`src/rtl/energy_accum_pkg.sv`:
```
package energy_accum_pkg;
  typedef enum logic [1:0] {
    ACC_SIGNED = 2'd0,
    ACC_ABS    = 2'd1,
    ACC_POS    = 2'd2,
    ACC_NEG    = 2'd3
  } acc_mode_e;
endpackage

```
`src/rtl/ea_sample_cond.sv`:
```
module ea_sample_cond
  import energy_accum_pkg::*;
#(
  parameter int PWR_W = 32,
  parameter int ACC_W = 42
) (
  input  logic                    vld_i,
  input  logic signed [PWR_W-1:0] pwr_i,
  input  acc_mode_e               mode_i,
  output logic signed [ACC_W-1:0] contrib_o
);
  localparam int EXT_W = ACC_W - PWR_W;

  logic signed [ACC_W-1:0] ext;
  logic                    neg;

  assign ext = {{EXT_W{pwr_i[PWR_W-1]}}, pwr_i};
  assign neg = pwr_i[PWR_W-1];

  always_comb begin
    contrib_o = '0;
    if (vld_i) begin
      unique case (mode_i)
        ACC_SIGNED: contrib_o = ext;
        ACC_ABS:    contrib_o = neg ? -ext : ext;
        ACC_POS:    contrib_o = neg ? '0 : ext;
        ACC_NEG:    contrib_o = neg ? ext : '0;
        default:    contrib_o = ext;
      endcase
    end
  end
endmodule

```
`src/rtl/ea_window_ctr.sv`:
```
module ea_window_ctr #(
  parameter int CNT_W = 13
) (
  input  logic             clk_i,
  input  logic             rst_ni,
  input  logic             smp_vld_i,
  input  logic             zc_i,
  input  logic             src_i,
  input  logic [CNT_W-1:0] win_len_i,
  output logic             xfer_o
);
  logic [CNT_W-1:0] cnt_q;
  logic             evt;

  assign evt    = src_i ? zc_i : smp_vld_i;
  // >= keeps a shortened window from running to counter wrap
  assign xfer_o = evt && (cnt_q >= win_len_i);

  always_ff @(posedge clk_i or negedge rst_ni) begin
    if (!rst_ni)     cnt_q <= '0;
    else if (xfer_o) cnt_q <= '0;
    else if (evt)    cnt_q <= cnt_q + 1'b1;
  end
endmodule

```
`src/rtl/ea_int_acc.sv`:
```
module ea_int_acc #(
  parameter int ACC_W = 42
) (
  input  logic                    clk_i,
  input  logic                    rst_ni,
  input  logic signed [ACC_W-1:0] contrib_i,
  input  logic                    xfer_i,
  input  logic                    ovf_clr_i,
  output logic signed [ACC_W-1:0] sum_o,
  output logic                    ovf_o
);
  logic signed [ACC_W-1:0] acc_q;
  logic                    wrap;

  assign sum_o = acc_q + contrib_i;
  assign wrap  = (acc_q[ACC_W-1] == contrib_i[ACC_W-1]) &&
                 (sum_o[ACC_W-1] != acc_q[ACC_W-1]);

  always_ff @(posedge clk_i or negedge rst_ni) begin
    if (!rst_ni) begin
      acc_q <= '0;
      ovf_o <= 1'b0;
    end else begin
      acc_q <= xfer_i ? '0 : sum_o;
      ovf_o <= (ovf_o && !ovf_clr_i) || wrap;
    end
  end
endmodule

```
`src/rtl/ea_user_reg.sv`:
```
module ea_user_reg #(
  parameter int ACC_W = 42,
  parameter int USR_W = 45
) (
  input  logic                    clk_i,
  input  logic                    rst_ni,
  input  logic                    xfer_i,
  input  logic                    ld_add_i,
  input  logic signed [ACC_W-1:0] sum_i,
  input  logic                    ovf_clr_i,
  output logic signed [USR_W-1:0] usr_o,
  output logic                    ovf_o
);
  localparam int EXT_W = USR_W - ACC_W;

  logic signed [USR_W-1:0] ext;
  logic signed [USR_W-1:0] added;
  logic                    wrap;

  assign ext   = {{EXT_W{sum_i[ACC_W-1]}}, sum_i};
  assign added = usr_o + ext;
  assign wrap  = xfer_i && ld_add_i &&
                 (usr_o[USR_W-1] == ext[USR_W-1]) &&
                 (added[USR_W-1] != usr_o[USR_W-1]);

  always_ff @(posedge clk_i or negedge rst_ni) begin
    if (!rst_ni) begin
      usr_o <= '0;
      ovf_o <= 1'b0;
    end else begin
      if (xfer_i) usr_o <= ld_add_i ? added : ext;
      ovf_o <= (ovf_o && !ovf_clr_i) || wrap;
    end
  end
endmodule

```
`src/rtl/energy_accum.sv`:
```
module energy_accum
  import energy_accum_pkg::*;
#(
  parameter int PWR_W  = 32,
  parameter int ACC_W  = 42,
  parameter int USR_W  = 45,
  parameter int WORD_W = 32,
  parameter int CNT_W  = 13
) (
  input  logic              clk_i,
  input  logic              rst_ni,
  input  logic              smp_vld_i,
  input  logic [PWR_W-1:0]  pwr_i,
  input  logic              zc_i,
  input  logic [1:0]        mode_i,
  input  logic              win_src_i,
  input  logic [CNT_W-1:0]  win_len_i,
  input  logic              ld_add_i,
  input  logic              rdy_clr_i,
  input  logic              ovf_clr_i,
  output logic [WORD_W-1:0] egy_hi_o,
  output logic [WORD_W-1:0] egy_lo_o,
  output logic              rdy_o,
  output logic              int_ovf_o,
  output logic              usr_ovf_o
);
  localparam int FRAC_W = USR_W - WORD_W;
  localparam int PAD_W  = WORD_W - FRAC_W;

  logic signed [ACC_W-1:0] contrib;
  logic signed [ACC_W-1:0] sum;
  logic signed [USR_W-1:0] usr;
  logic                    xfer;

  ea_sample_cond #(.PWR_W(PWR_W), .ACC_W(ACC_W)) u_cond (
    .vld_i     (smp_vld_i),
    .pwr_i     ($signed(pwr_i)),
    .mode_i    (acc_mode_e'(mode_i)),
    .contrib_o (contrib)
  );

  ea_window_ctr #(.CNT_W(CNT_W)) u_win (
    .clk_i     (clk_i),
    .rst_ni    (rst_ni),
    .smp_vld_i (smp_vld_i),
    .zc_i      (zc_i),
    .src_i     (win_src_i),
    .win_len_i (win_len_i),
    .xfer_o    (xfer)
  );

  ea_int_acc #(.ACC_W(ACC_W)) u_acc (
    .clk_i     (clk_i),
    .rst_ni    (rst_ni),
    .contrib_i (contrib),
    .xfer_i    (xfer),
    .ovf_clr_i (ovf_clr_i),
    .sum_o     (sum),
    .ovf_o     (int_ovf_o)
  );

  ea_user_reg #(.ACC_W(ACC_W), .USR_W(USR_W)) u_usr (
    .clk_i     (clk_i),
    .rst_ni    (rst_ni),
    .xfer_i    (xfer),
    .ld_add_i  (ld_add_i),
    .sum_i     (sum),
    .ovf_clr_i (ovf_clr_i),
    .usr_o     (usr),
    .ovf_o     (usr_ovf_o)
  );

  always_ff @(posedge clk_i or negedge rst_ni) begin
    if (!rst_ni) rdy_o <= 1'b0;
    else         rdy_o <= xfer || (rdy_o && !rdy_clr_i);
  end

  assign egy_hi_o = usr[USR_W-1:FRAC_W];
  assign egy_lo_o = {{PAD_W{1'b0}}, usr[FRAC_W-1:0]};
endmodule

```
`config.mk`:
```
export PLATFORM = sky130hd
export DESIGN_NAME = energy_accum
export DESIGN_NICKNAME = d
export VERILOG_FILES = /design/src/rtl/energy_accum_pkg.sv /design/src/rtl/ea_sample_cond.sv /design/src/rtl/ea_window_ctr.sv /design/src/rtl/ea_int_acc.sv /design/src/rtl/ea_user_reg.sv /design/src/rtl/energy_accum.sv
export SDC_FILE = /design/constraint.sdc
export NUM_CORES = 1
export LEC_CHECK = 0
export ABC_AREA = 1
export BUFFER_PORTS_ARGS = -buffer_cell sky130_fd_sc_hd__buf_2
export CORE_AREA = 2 2 230 232
export CTS_CLUSTER_DIAMETER = 40
export DETAILED_ROUTE_END_ITERATION = 12
export DIE_AREA = 0 0 232 234
export GPL_TIMING_DRIVEN = 1
export HOLD_SLACK_MARGIN = 0.03
export PLACE_DENSITY = 0.5
export SETUP_SLACK_MARGIN = 0.2
export SYNTH_ARGS = -nofsm -noshare
export SYNTH_HDL_FRONTEND = slang
export SYNTH_SLANG_ARGS = --single-unit
export TNS_END_PERCENT = 1
```
`constraint.sdc`:
```
create_clock -name clk_i -period 3.6 [get_ports clk_i]
set_input_delay 0.72 -clock clk_i [delete_from_list [all_inputs] [get_ports clk_i]]
set_output_delay 0.72 -clock clk_i [all_outputs]
set_load 0.02 [all_outputs]
```
=== After elaboration in Yosys (flattened, before gate mapping) ===
Index checks and enable logic that the tools add are counted.

* $add $sub $neg: 4
* Magnitude comparators: 1
* Equality and inequality tests: 7
* Multiplexer cells: 10
* Reduce and logical (&&, ||, !) cells: 15

{| class="wikitable"
|+ Operator list
! operator !! number
|-
| 2-to-1 mux 42 bit || 4
|-
| one-hot mux 42 bit (4 select lines) || 1
|-
| adder 45 x 42 -> 45 bit || 1
|-
| 2-to-1 mux 45 bit || 1
|-
| adder 42 bit || 1
|-
| negation 32 -> 42 bit || 1
|-
| 2-to-1 mux 31 bit || 1
|-
| 2-to-1 mux 13 bit || 2
|-
| adder 13 x 1 -> 13 bit (second input constant) || 1
|-
| >= comparator 13 bit || 1
|-
| logical AND 1 bit || 8
|-
| == test 2 bit (second input constant) || 2
|-
| logical OR 1 bit || 3
|-
| == test 1 bit || 2
|-
| == test 2 x 1 -> 1 bit (second input constant) || 1
|-
| logical NOT 1 bit || 2
|-
| logical NOT 2 bit || 1
|-
| != test 1 bit || 2
|-
| nonzero test 2 bit || 1
|-
| 2-to-1 mux 1 bit || 1
|}

* Bits in registers: 103
* Input port bits: 55
* Output and inout bits: 67
* Word-level logic and storage cells: 43

=== Longest topological paths before layout ===
* Depth after elaboration: 9
* Mapped depth: 38
* Depth with buffers taken out: 38

=== Cells and area by module ===
Synthesis repeated with hierarchy kept, for this count alone.

* Cell total of the unflattened synthesis: 2376
* Area total of the unflattened synthesis: 13489.2 sq um

{| class="wikitable"
|+ Modules (own cells, without submodules)
! module !! instances !! cells an instance !! area an instance (sq um)
|-
| ea_user_reg || 1 || 1030 || 5790.6
|-
| ea_int_acc || 1 || 806 || 4699.5
|-
| ea_sample_cond || 1 || 344 || 1636.6
|-
| ea_window_ctr || 1 || 171 || 1176.1
|-
| energy_accum || 1 || 25 || 186.4
|}

=== Least setup slack after synthesis ===
No wires, ideal clock.

* Kind: input-to-reg
* From: in pwr_i[1]
* To: reg u_usr.usr_o[27]
* Library setup time: 117 ps
* Arrival time: 4760 ps
* Data required time: 3483 ps
* Setup slack: -1277 ps
* Cell stages on the path: 32
* Cell sequence: nor3_2 nand2_1 nor2_2 nand2_1 nor3_2 nand2_2 nor2_4 nor2_1 or2_0 nand3_1 a21oi_1 ha_1 nand2_1 nor2_1 inv_1 nor2_1 inv_1 nor4_4 a21oi_1 or2_0 and2_1 inv_1 ha_1 a21oi_1 o21ai_0 a21boi_0 o21ai_0 a21oi_1 xor2_1 nand2_1 nand3_1 nand2_1

* Longest elaborated chain between the ends: 7
* Elaborated cells on any way between the ends: 9

{| class="wikitable"
|+ RTL lines
! element !! RTL line !! text
|-
| start: declaration || energy_accum.sv:13 || <nowiki>input logic [PWR_W-1:0] pwr_i,</nowiki>
|-
| negation 32 -> 42 bit || ea_sample_cond.sv:25 || <nowiki>ACC_ABS: contrib_o = neg ? -ext : ext;</nowiki>
|-
| 2-to-1 mux 42 bit || ea_sample_cond.sv:25 ||
|-
| one-hot mux 42 bit (4 select lines) * || ea_sample_cond.sv:23 || <nowiki>unique case (mode_i)</nowiki>
|-
| 2-to-1 mux 42 bit * || ea_sample_cond.sv:22 || <nowiki>if (vld_i) begin</nowiki>
|-
| adder 42 bit * || ea_int_acc.sv:15 || <nowiki>assign sum_o = acc_q + contrib_i;</nowiki>
|-
| adder 45 x 42 -> 45 bit || ea_user_reg.sv:21 || <nowiki>assign added = usr_o + ext;</nowiki>
|-
| 2-to-1 mux 45 bit * || ea_user_reg.sv:31 || <nowiki>if (xfer_i) usr_o <= ld_add_i ? added : ext;</nowiki>
|-
| end signal: assignment || ea_user_reg.sv:31 ||
|-
| end: declaration || ea_user_reg.sv:11 || <nowiki>output logic signed [USR_W-1:0] usr_o,</nowiki>
|}

Every way passes the cells marked *; elsewhere a longest branch is shown, timed or not.
A chain may end at the register's enable or synchronous reset.

=== Worst setup path in the final report ===
* From: in pwr_i[2]
* To: reg u_usr.usr_o[40]

The elaborated chain is that of the path after synthesis.

==> run metrics <==
Routed Antenna Nets=0; fmax=roughly 180 MHz; YS warnings=0; unrepaired setup endpoints after global routing=true; HP Class=input port to async pin; vias=between 15000 and 20000; GRT Util Overall=between 20% and 30%; fin cells=roughly 3300; Pleak=9.92 nW; worst reg2reg endpoint=u_usr.usr_o[27]; CP Data Arrival Time=5.80 ns; Async SR Flop Fraction=between 90% and 100%; EDFF count, synth=0; clock share of power=just under 6%; post-route cell area=approximately 19000 um^2; CTS root buffer=clkbuf_16; Req. time, crit path=3.89 ns; max_cap viols=0; vias in the first global route=roughly 15000; antenna cells=0; grt total ovfl=0; clk_skew=around 0.011 ns; RD Place Congestion=between 0.9 and 1; Worst path slowest cell=ha_1; R2R setup slack=-0.65 ns; Period minus WS final=5.51 ns; mapped cell area=12300 um^2; count of final hold-check violations=0; Die Ht=approximately 230 um; post-DR wirelength/cell=about 17 um; Period Utilization, post-route=153%; Util after Layout=~37%; Seq/Total Area, Yosys=about a fifth; Nets=2806; Reg clk slew, reported paths=around 0.090 ns; layout cell share with drive strength beyond 1=36.9%; die width=~230 um; startpoint types=input port; drt drc=0; H-tree depth=3; Comb pwr share=between 80% and 90%; vias per cell=~4.6; Crit path largest cell delay=roughly 0.31 ns; cts bufs inserted=9; commonest non-fill, non-tap cell in the layout=buf_4; Cells after DPL=around 3300; final setup vio count=60; TNS Setup=-62.64 ns; commonest cells after routing, fill and taps aside=buf_4 (540), nand2_1 (453), inv_1 (273), nor2_1 (229), nand3_1 (116); Setup CP Type=input port to register; worst skew pair latency=between 0.3 and 0.4 ns; die area=roughly 54000 um^2; pwr/cell area=about 960 nW/um^2; Initial Util=23.6%; CTS Sinks=103; Peak supply drop=between 0.4 and 0.5 mV; CTS Buffer Depth=2; final setup margin=-1.91 ns; R2R Path Start=u_acc.acc_q[0]; global-route wire length before repair=between 80000 and 90000 um; failing checks=setup timing; Synth Instances=roughly 2000; initial antenna violation count=0; crit end category=register; Avg Cell Area, Syn=around 6 um^2; Core ar.=roughly 52000 um^2; First-pass DRT Iterations=6; port bufs=~100; Site Rows=84; depth of the most critical reg-to-reg path=26; switch share=about half; NetSw=9.35 mW; DR iter-0 viols=between 1000 and 1500; io pins=~120; DP HPWL=about 46000 um; Hold Worst Slack=approximately 0.34 ns; post-synthesis register bit count=between 100 and 150; CP max FO=4; Post-synth top flop=dfrtp_1; largest net degree at the start of global routing=48; hold-fix buffers at CTS=0; DRT Wirelength=55300 um; Slew HR=55.2%; internal power=9.25 mW; Synth cell types=55; part of the power in registers=between 10% and 20%; Slew @ Worst Pin=between 0.6 and 0.7 ns; placed instance area=approximately 17000 um^2; layout overhead on the synthesized area=57.1%; TritonCTS clock tree=yes; fin. max-slew vios=0; status=complete, but fails checks
## routing by layer
| metal | vias to the layer above | global-route usage (%) | share of wire, % |
|---|---|---|---|
| met5 | - | 0 | 0 |
| met4 | 0 | 5.13 | 2.0 |
| met3 | 48 | 1.42 | 3.7 |
| met2 | 355 | 34.9 | 47 |
| met1 | 7215 | 28.0 | 48 |
| li1 | 7818 | - | - |
## cell type report
cell class	instances	area, um^2
inverter	302	1140
fill	5677	32700
sequential	103	2580
clock buffer	9	225
timing repair buffer	652	4730
multi-input combinational	1580	9700
clock inverter	7	62.6
tap	688	861
## cell usage after synthesis, types with 3 or more instances
library cell | n | area share, %
dfrtp_1 | 103 | 21
o21bai_1 | 12 | 0.73
buf_1 | 5 | 0.15
a31oi_1 | 18 | 0.92
xnor2_1 | 11 | 0.78
xor2_1 | 39 | 2.8
inv_1 | 294 | 9.0
a211oi_1 | 8 | 0.49
nand3_1 | 127 | 5.2
o21ai_1 | 5 | 0.20
buf_2 | 18 | 0.73
nor2_2 | 5 | 0.25
ha_1 | 101 | 10
nor3_1 | 36 | 1.5
buf_4 | 19 | 1.2
or2_2 | 5 | 0.25
o21a_1 | 6 | 0.37
nand2_2 | 8 | 0.41
o211a_1 | 3 | 0.24
a21boi_0 | 6 | 0.37
a21oi_1 | 164 | 6.7
nand3_2 | 4 | 0.33
and2_1 | 3 | 0.15
nor4_1 | 8 | 0.41
nand2_1 | 496 | 15
o21ai_0 | 121 | 4.9
inv_2 | 8 | 0.24
a221oi_1 | 4 | 0.29
nor2_1 | 283 | 8.6
o211ai_1 | 10 | 0.61
nor3_2 | 3 | 0.24
nor2_4 | 3 | 0.27
clkbuf_1 | 15 | 0.46
and3_1 | 3 | 0.15
nand4_1 | 29 | 1.5
a21o_1 | 13 | 0.79
## through the flow
stage / power, mW / setup WS (ns)
after floorplan: 8.38 / -1.22
after global placement: 15.6 / -3.10
after detailed placement: 15.6 / -3.10
after CTS: 17.9 / -1.83
after global routing: 20.2 / -2.30
final: 18.6 / -1.91
## registers in the layout, summed over array words and instances (netlist names)
name	cells
rdy_o	1
u_acc.acc_q	42
u_acc.ovf_o	1
u_usr.ovf_o	1
u_usr.usr_o	45
u_win.cnt_q	13
## cells by family after synthesis
| logic type | count (synthesis) | synth area share, % |
|---|---|---|
| AOI/OAI and AO/OA | 379 | 17.3 |
| xor gates and xnor gates | 51 | 3.70 |
| adders and majority gates | 103 | 10.6 |
| buffers and inverters | 359 | 11.7 |
| DFF | 103 | 21.0 |
| other | 1 | 0.0305 |
| and+or+nand+nor | 1028 | 35.6 |
## power groups by stage
stage	Combinational, mW	Clock [mW]	Sequential [mW]
final	15.5	1.08	2.08
after global routing	16.9	1.13	2.14
after CTS	14.7	1.11	2.07
after detailed placement	13.5	0	2.06
after global placement	13.5	0	2.05
after floorplan	6.21	0	2.17
## worst max-delay path, delay by kind of cell
kind	cells	cell delay, ns
and+or+nand+nor	21	2.62
AOI/OAI and AO/OA	6	0.81
adders and majority gates	2	0.52
xor gates and xnor gates	1	0.17
buffers and inverters	9	0.92
## repair_timing
item	4_1_cts	5_1_grt
buffers inserted	14	7
setup endpoints to repair	79	80
gates resized for setup	221	133
pin swaps	57	60
## worst max-delay path by stage
stage,from,end,slack (ns)
final,pwr_i[2],u_usr.usr_o[40],-1.91
after global routing,pwr_i[2],u_usr.usr_o[39],-2.30
after CTS,pwr_i[0],u_usr.usr_o[44],-1.83
after detailed placement,pwr_i[1],u_usr.usr_o[38],-3.10
after global placement,pwr_i[1],u_usr.usr_o[38],-3.10
after floorplan,pwr_i[1],u_usr.usr_o[27],-1.22
(Power assumes the default switching activity.)
